## src/rtl/evt_pkg.sv

```systemverilog
package evt_pkg;
  localparam int CNT_W     = 16;
  localparam int SCALE_W   = 4;
  localparam int MAX_SCALE = 8;
  localparam int ADDR_W    = 2;
  localparam int NUM_CMP   = 2;

  // control word bit positions
  localparam int EN_BIT    = 15;
  localparam int F2_BIT    = 14;
  localparam int F1_BIT    = 13;
  localparam int MODE_LO   = 8;
  localparam int MODE_W    = 2;

  typedef enum logic [ADDR_W-1:0] {
    A_CMP1 = 2'd0,
    A_CMP2 = 2'd1,
    A_CNT  = 2'd2,
    A_CTRL = 2'd3
  } reg_addr_e;

  localparam logic [MODE_W-1:0] MODE_IRQ = 2'b11;
endpackage

```

## src/rtl/evt_prescaler.sv

```systemverilog
module evt_prescaler #(
  parameter int SCALE_W   = 4,
  parameter int MAX_SCALE = 8
) (
  input  logic               clk,
  input  logic               rst_n,
  input  logic               ref_tick,
  input  logic               run,
  input  logic               restart,
  input  logic [SCALE_W-1:0] scale,
  output logic               tick_o
);
  localparam int DIV_W = (MAX_SCALE > 0) ? MAX_SCALE : 1;

  logic [SCALE_W-1:0] eff_scale;
  logic [DIV_W:0]     limit_w;
  logic [DIV_W-1:0]   limit;
  logic [DIV_W-1:0]   div_q;
  logic               at_limit;

  always_comb begin
    if (scale > SCALE_W'(MAX_SCALE)) eff_scale = SCALE_W'(MAX_SCALE);
    else                             eff_scale = scale;
    limit_w = ((DIV_W+1)'(1) << eff_scale) - (DIV_W+1)'(1);
    limit   = limit_w[DIV_W-1:0];
  end

  generate
    if (MAX_SCALE == 0) begin : g_nodiv
      assign at_limit = 1'b1;
      always_ff @(posedge clk) div_q <= '0;
    end else begin : g_div
      assign at_limit = (div_q == limit);
      always_ff @(posedge clk) begin
        if (!rst_n || restart)      div_q <= '0;
        else if (run && ref_tick) begin
          if (at_limit) div_q <= '0;
          else          div_q <= div_q + 1'b1;
        end
      end
    end
  endgenerate

  assign tick_o = run && ref_tick && !restart && at_limit;

  // Back-to-back ticks are only possible at divisor 1
  assert_spacing_R3: assert property (@(posedge clk) disable iff (!rst_n)
    tick_o |=> (!tick_o || $past(limit) == '0 || limit == '0));
endmodule

```

## src/rtl/evt_counter.sv

```systemverilog
module evt_counter #(
  parameter int CNT_W   = 16,
  parameter int NUM_CMP = 2
) (
  input  logic               clk,
  input  logic               rst_n,
  input  logic               tick,
  input  logic               cnt_wr,
  input  logic [CNT_W-1:0]   wdata,
  input  logic [NUM_CMP-1:0] cmp_wr,
  output logic [CNT_W-1:0]   count,
  output logic [CNT_W-1:0]   cmp_val [NUM_CMP],
  output logic [NUM_CMP-1:0] hit
);
  // compare registers and their match detectors
  for (genvar i = 0; i < NUM_CMP; i++) begin : g_cmp
    always_ff @(posedge clk) begin
      if (!rst_n)         cmp_val[i] <= '0;
      else if (cmp_wr[i]) cmp_val[i] <= wdata;
    end
    assign hit[i] = tick && !cnt_wr && (count == cmp_val[i]);
  end

  // the last comparator terminates the interval
  always_ff @(posedge clk) begin
    if (!rst_n)                 count <= '0;
    else if (cnt_wr)            count <= wdata;
    else if (hit[NUM_CMP-1])    count <= '0;
    else if (tick)              count <= count + 1'b1;
  end

  assert_hold_R2: assert property (@(posedge clk) disable iff (!rst_n)
    (!tick && !cnt_wr) |=> $stable(count));
  assert_match_wraps_R6: assert property (@(posedge clk) disable iff (!rst_n)
    (tick && !cnt_wr && count == cmp_val[NUM_CMP-1]) |=> count == '0);
  assert_wrap_R11: assert property (@(posedge clk) disable iff (!rst_n)
    (tick && !cnt_wr && count == '1) |=> count == '0);
endmodule

```

## src/rtl/evt_ctrl.sv

```systemverilog
module evt_ctrl
  import evt_pkg::*;
(
  input  logic               clk,
  input  logic               rst_n,
  input  logic               ctrl_wr,
  input  logic [CNT_W-1:0]   wdata,
  input  logic [NUM_CMP-1:0] hit,
  output logic               en,
  output logic [SCALE_W-1:0] scale,
  output logic [MODE_W-1:0]  mode,
  output logic [NUM_CMP-1:0] flags,
  output logic               en_rise,
  output logic [CNT_W-1:0]   ctrl_word
);
  logic [NUM_CMP-1:0] clr;

  assign clr     = ctrl_wr ? {wdata[F2_BIT], wdata[F1_BIT]} : '0;
  assign en_rise = ctrl_wr && wdata[EN_BIT] && !en;

  always_ff @(posedge clk) begin
    if (!rst_n) begin
      en    <= 1'b0;
      scale <= '0;
      mode  <= '0;
    end else if (ctrl_wr) begin
      en    <= wdata[EN_BIT];
      scale <= wdata[SCALE_W-1:0];
      mode  <= wdata[MODE_LO +: MODE_W];
    end
  end

  // sticky flags: a match wins over a same-cycle clear
  always_ff @(posedge clk) begin
    if (!rst_n) flags <= '0;
    else        flags <= (flags & ~clr) | hit;
  end

  always_comb begin
    ctrl_word                   = '0;
    ctrl_word[EN_BIT]           = en;
    ctrl_word[F2_BIT]           = flags[1];
    ctrl_word[F1_BIT]           = flags[0];
    ctrl_word[MODE_LO +: MODE_W] = mode;
    ctrl_word[SCALE_W-1:0]      = scale;
  end

  assert_sticky_R8: assert property (@(posedge clk) disable iff (!rst_n)
    (flags[1] && !clr[1]) |=> flags[1]);
  assert_flag_cause_R6: assert property (@(posedge clk) disable iff (!rst_n)
    $rose(flags[1]) |-> $past(hit[1]));
  assert_set_wins_R12: assert property (@(posedge clk) disable iff (!rst_n)
    hit[1] |=> flags[1]);
endmodule

```

## src/rtl/evt_match_timer.sv

```systemverilog
module evt_match_timer
  import evt_pkg::*;
(
  input  logic              clk,
  input  logic              rst_n,
  input  logic              ref_tick,
  input  logic [ADDR_W-1:0] bus_addr,
  input  logic [CNT_W-1:0]  bus_wdata,
  input  logic              bus_wr,
  input  logic              bus_rd,
  output logic [CNT_W-1:0]  bus_rdata,
  output logic              irq
);
  logic               wr_cnt, wr_ctrl;
  logic [NUM_CMP-1:0] wr_cmp;
  logic               en, en_rise, tick;
  logic [SCALE_W-1:0] scale;
  logic [MODE_W-1:0]  mode;
  logic [NUM_CMP-1:0] flags, hit;
  logic [CNT_W-1:0]   count, ctrl_word;
  logic [CNT_W-1:0]   cmp_val [NUM_CMP];

  // address decode
  assign wr_cnt    = bus_wr && (bus_addr == A_CNT);
  assign wr_ctrl   = bus_wr && (bus_addr == A_CTRL);
  assign wr_cmp[0] = bus_wr && (bus_addr == A_CMP1);
  assign wr_cmp[1] = bus_wr && (bus_addr == A_CMP2);

  evt_ctrl u_ctrl (
    .clk, .rst_n, .ctrl_wr(wr_ctrl), .wdata(bus_wdata), .hit,
    .en, .scale, .mode, .flags, .en_rise, .ctrl_word
  );

  evt_prescaler #(.SCALE_W(SCALE_W), .MAX_SCALE(MAX_SCALE)) u_pre (
    .clk, .rst_n, .ref_tick, .run(en), .restart(wr_cnt || en_rise),
    .scale, .tick_o(tick)
  );

  evt_counter #(.CNT_W(CNT_W), .NUM_CMP(NUM_CMP)) u_cnt (
    .clk, .rst_n, .tick, .cnt_wr(wr_cnt), .wdata(bus_wdata),
    .cmp_wr(wr_cmp), .count, .cmp_val, .hit
  );

  always_ff @(posedge clk) begin
    if (!rst_n) bus_rdata <= '0;
    else if (bus_rd) begin
      unique case (bus_addr)
        A_CMP1:  bus_rdata <= cmp_val[0];
        A_CMP2:  bus_rdata <= cmp_val[1];
        A_CNT:   bus_rdata <= count;
        default: bus_rdata <= ctrl_word;
      endcase
    end
  end

  assign irq = flags[1] && (mode == MODE_IRQ);

  assert_irq_hold_R9: assert property (@(posedge clk) disable iff (!rst_n)
    (irq && !wr_ctrl) |=> irq);
  assert_reset_quiet_R1: assert property (@(posedge clk)
    !rst_n |=> (!irq && bus_rdata == '0));
endmodule

```

## config.mk

```make
export PLATFORM = sky130hd
export DESIGN_NAME = evt_match_timer
export DESIGN_NICKNAME = d
export VERILOG_FILES = /design/src/rtl/evt_pkg.sv /design/src/rtl/evt_prescaler.sv /design/src/rtl/evt_counter.sv /design/src/rtl/evt_ctrl.sv /design/src/rtl/evt_match_timer.sv
export SDC_FILE = /design/constraint.sdc
export NUM_CORES = 1
export LEC_CHECK = 0
export ABC_AREA = 1
export CORE_ASPECT_RATIO = 1.4
export CORE_MARGIN = 2
export CORE_UTILIZATION = 30
export CTS_BUF_LIST = sky130_fd_sc_hd__clkbuf_8
export CTS_CLUSTER_DIAMETER = 120
export DETAILED_ROUTE_END_ITERATION = 10
export DONT_BUFFER_PORTS = 1
export GPL_TIMING_DRIVEN = 0
export PLACE_DENSITY = 0.54
export SETUP_SLACK_MARGIN = 0.4
export SLEW_MARGIN = 20
export SYNTH_ARGS = -nofsm -noshare
export SYNTH_HDL_FRONTEND = slang
export SYNTH_SLANG_ARGS = --single-unit
```

## constraint.sdc

```tcl
create_clock -name clk -period 3.55 [get_ports clk]
set_input_delay 0.355 -clock clk [delete_from_list [all_inputs] [get_ports clk]]
set_output_delay 0.355 -clock clk [all_outputs]
set_load 0.01 [all_outputs]
```

==> reports/results.txt <==
Status: finished clean
Die X: 107.8 microns
Grt total ovfl: 0
Fmax: 397.8 MHz
Combinational share of power: 0.147
Vias in the first global route: 4301
Critical Path Start: u_ctrl.scale[3]$_SDFFE_PN0P_
Hold Path Sink: u_ctrl.mode[0]$_SDFFE_PN0P_
Syn Area/Cell: 6.487 sq um
Setup crit end kind: flip-flop
Post-Place Setup Slack: 1052 ps
DR iter-0 viols: 473
Tot GR Track Use: 0.1937
Part of the cycle the worst path needs: 0.7081
DR vias: 4631
Post-Syn Instances: 698
Setup ws final: 1036 ps
Clock transition at path regs: 100 ps
Fraction of registers with async set/reset: 0
Final ANT Viol Nets: 0
Post-Syn Area: 4528 sq um
PD cells: 390.0 nW/um^2
Fin. Hold Viols: 0
Cell mode on critical path: nand2_1
Initial antenna violation count: 0
Unrepaired setup endpoints after global routing: false
EDFF count, synth: 0
CTS tree: done
CP startpoint kind: flip-flop
Final instance area: 4960 sq um
# hold bufs at CTS: 0
Sequential fraction of the synthesis area: 0.3581
Max-Cap Viols: 0
Most used DFF post-synth: dfxtp_1
First-pass GRT wire length: 23580 microns
Worst Max-Slew Pin Slew: 639.3 ps
I/O pins: 40
Pin count of the biggest net entering global routing: 16
Skew final: 11.37 ps
Worst Path Class, Setup: reg -> reg
Drt pass-1 iters: 5
Synthesized flop and latch total: 81
Core Area: 14920 sq um
Worst Hold Class: in -> reg
Slowest-stage cell, CP: dfxtp_1
R2R cell count: 17
CTS root buf: clkbuf_8
Die Ht: 149.4 microns
Ys Warns: 0
Post_cts resized: 0
CTS Sinks: 81
WL final: 15310 microns
CP Cell Sequence: nor2_4, nand2_1, ha_1, inv_1, nand2_1, nand2_1, nor2_1, nand2_1, nor2_1, nand2_1, nor2_1, nand4_2, buf_2, nand3_1, nand2_1, nor2_1, nor2_1
Register area: 1622 sq um
Area of the multi-input gates: 2479 sq um
Final setup TNS: 0 ps
Total leakage power: 1.856 nW
Placed cell count: 890
Clock power frac: 0.347
Reg-to-reg endpoint: u_cnt.count[12]$_SDFFE_PN0P_
Crit path time final: 2514 ps
DRC: 0
Die footprint: 16110 sq um
Net Count, Synth: 724
Power Internal: 1.320 mW
Family with the most delay on the worst path: simple AND/OR/NAND/NOR gates
Port Buffers: 0
Post-layout nets: 735
CTS Buffer Depth: 2
Starting Density: 0.3035
Clk_lat worst skew: 380 ps
NetSw: 0.6144 mW
CTS Buf Count: 9
Dpl cell area: 4768 sq um
Worst R2R Setup Slack: 1040 ps
Via/cell ratio: 5.106
CP peak stage delay: 430 ps
Max Slew Vio Count: 0
H-tree depth: 3
Area grow syn2layout: 9.533%
Commonest cells after routing, fill and taps aside: 144 x nand2_1, 108 x nor2_1, 81 x dfxtp_1
Sequential share of power: 0.506
Sw frac: 0.3176
Layout Cells excl Fill: 907
Worst EP required: 3800 ps
Crit-path max FO: 10
Final setup vio count: 0
Distinct cells, synth: 31
Origin of the critical flop-to-flop path: u_ctrl.scale[3]$_SDFFE_PN0P_
Max_slew headroom: 0.5722
Data arrival, critical path: 2760 ps
Maximum VDD drop: 0.1683 mV
Layout fillers: 1666
DPL Wire Length: 11690 microns
Share of cells above drive strength 1: 0.04902
DR WL/cell: 16.88 microns
Most common cell after layout, fill and taps aside: nand2_1
Post-CTS setup buffer count: 0
WHS Path Cells: 2
CP bufs+invs: 2
Gpl congestion: 0.9409
Row count: 53
Hold path start: bus_wdata[8]
-- through the flow --
| stage | util | total power, mW | hold slack (ps) |
|---|---|---|---|
| after detailed placement | 0.3196 | 1.282 | 458.6 |
| after global routing | 0.3322 | 2.028 | 137.8 |
| after CTS | 0.3322 | 1.946 | 112.7 |
| after global placement | 0.3196 | 1.280 | 461.1 |
| after floorplan | - | 1.203 | 443.5 |
| final | 0.3324 | 1.934 | 112.9 |
-- layer usage --
metal	share of wire	GRT usage	routed length, microns
met5	0	0	0
met4	0.044	0.1071	672
met3	0.066	0.04063	1013
met2	0.49	0.3340	7546
met1	0.40	0.2201	6077
-- area by class of cell --
| class | count | area share |
|---|---|---|
| Antenna cell | 1 | 0.0005045 |
| Buffer | 41 | 0.03330 |
| Clock buffer | 10 | 0.02775 |
| Clock inverter | 6 | 0.01034 |
| Inverter | 70 | 0.05298 |
| Multi-Input combinational cell | 506 | 0.4997 |
| Sequential cell | 81 | 0.3269 |
| Tap cell | 192 | 0.04844 |
-- cells by family after synthesis --
group / count (synthesis) / share of synthesized area
AO/OA/AOI/OAI: 125 / 0.1511
XOR/XNOR: 33 / 0.06383
adder cells (fa/ha/maj): 3 / 0.008290
buffers and inverters: 111 / 0.09450
flip-flops: 81 / 0.3581
AND/OR/NAND/NOR: 345 / 0.3241
-- worst register-to-register path, delay by kind of cell, from the launching register on --
kind / cells / cell delay [ps]
flops: 1 / 430
simple gates: 14 / 1330
fa+ha+maj: 1 / 320
buf+inv: 2 / 300
-- power groups by stage --
stage	registers (mW)	logic [mW]	clock network [mW]
floorplan	0.990	0.213	0
detailed placement	0.999	0.282	0
global route	0.983	0.321	0.725
finish	0.978	0.285	0.671
global placement	0.999	0.281	0
CTS	0.978	0.283	0.684
-- worst max-delay path by stage --
stage                              endpoint  slack, ps  cells after the start
3_5_place_dp    u_cnt.count[6]$_SDFFE_PN0P_       1050                     17
2_1_floorplan   u_cnt.count[9]$_SDFFE_PN0P_       1470                     17
5_1_grt         u_cnt.count[8]$_SDFFE_PN0P_        720                     17
3_3_place_gp    u_cnt.count[8]$_SDFFE_PN0P_       1010                     17
4_1_cts         u_cnt.count[8]$_SDFFE_PN0P_       1040                     17
6_report       u_cnt.count[12]$_SDFFE_PN0P_       1040                     17
-- flip-flops by register name, indices dropped and copies added (netlist names) --
register,cells
u_ctrl.en,1
u_ctrl.flags,2
u_pre.div_q,8
u_ctrl.scale,4
u_cnt.count,16
bus_rdata,16
u_ctrl.mode,2
u_cnt.cmp_val,32
-- synth_stat cells (2+ instances only) --
cell type | count | area, sq um
nor2_2 | 3 | 18.77
buf_2 | 5 | 25.02
a21oi_1 | 52 | 260.3
a31oi_1 | 9 | 56.30
nand2_1 | 144 | 540.5
o21ai_0 | 47 | 235.2
clkbuf_1 | 33 | 123.9
nor4_1 | 6 | 37.54
and2_0 | 3 | 18.77
nand3_1 | 51 | 255.2
o2111ai_1 | 2 | 17.52
o22ai_1 | 6 | 37.54
nor3_1 | 14 | 70.07
inv_1 | 67 | 251.5
ha_1 | 3 | 37.54
a221oi_1 | 3 | 26.28
inv_2 | 3 | 11.26
nand4_2 | 2 | 25.02
nand4_1 | 10 | 62.56
or2_2 | 2 | 12.51
xnor2_1 | 9 | 78.83
xor2_1 | 24 | 210.2
dfxtp_1 | 81 | 1622
o221ai_1 | 5 | 43.79
nor2_1 | 108 | 405.4
Note: power is estimated with default switching activity, not from simulation.
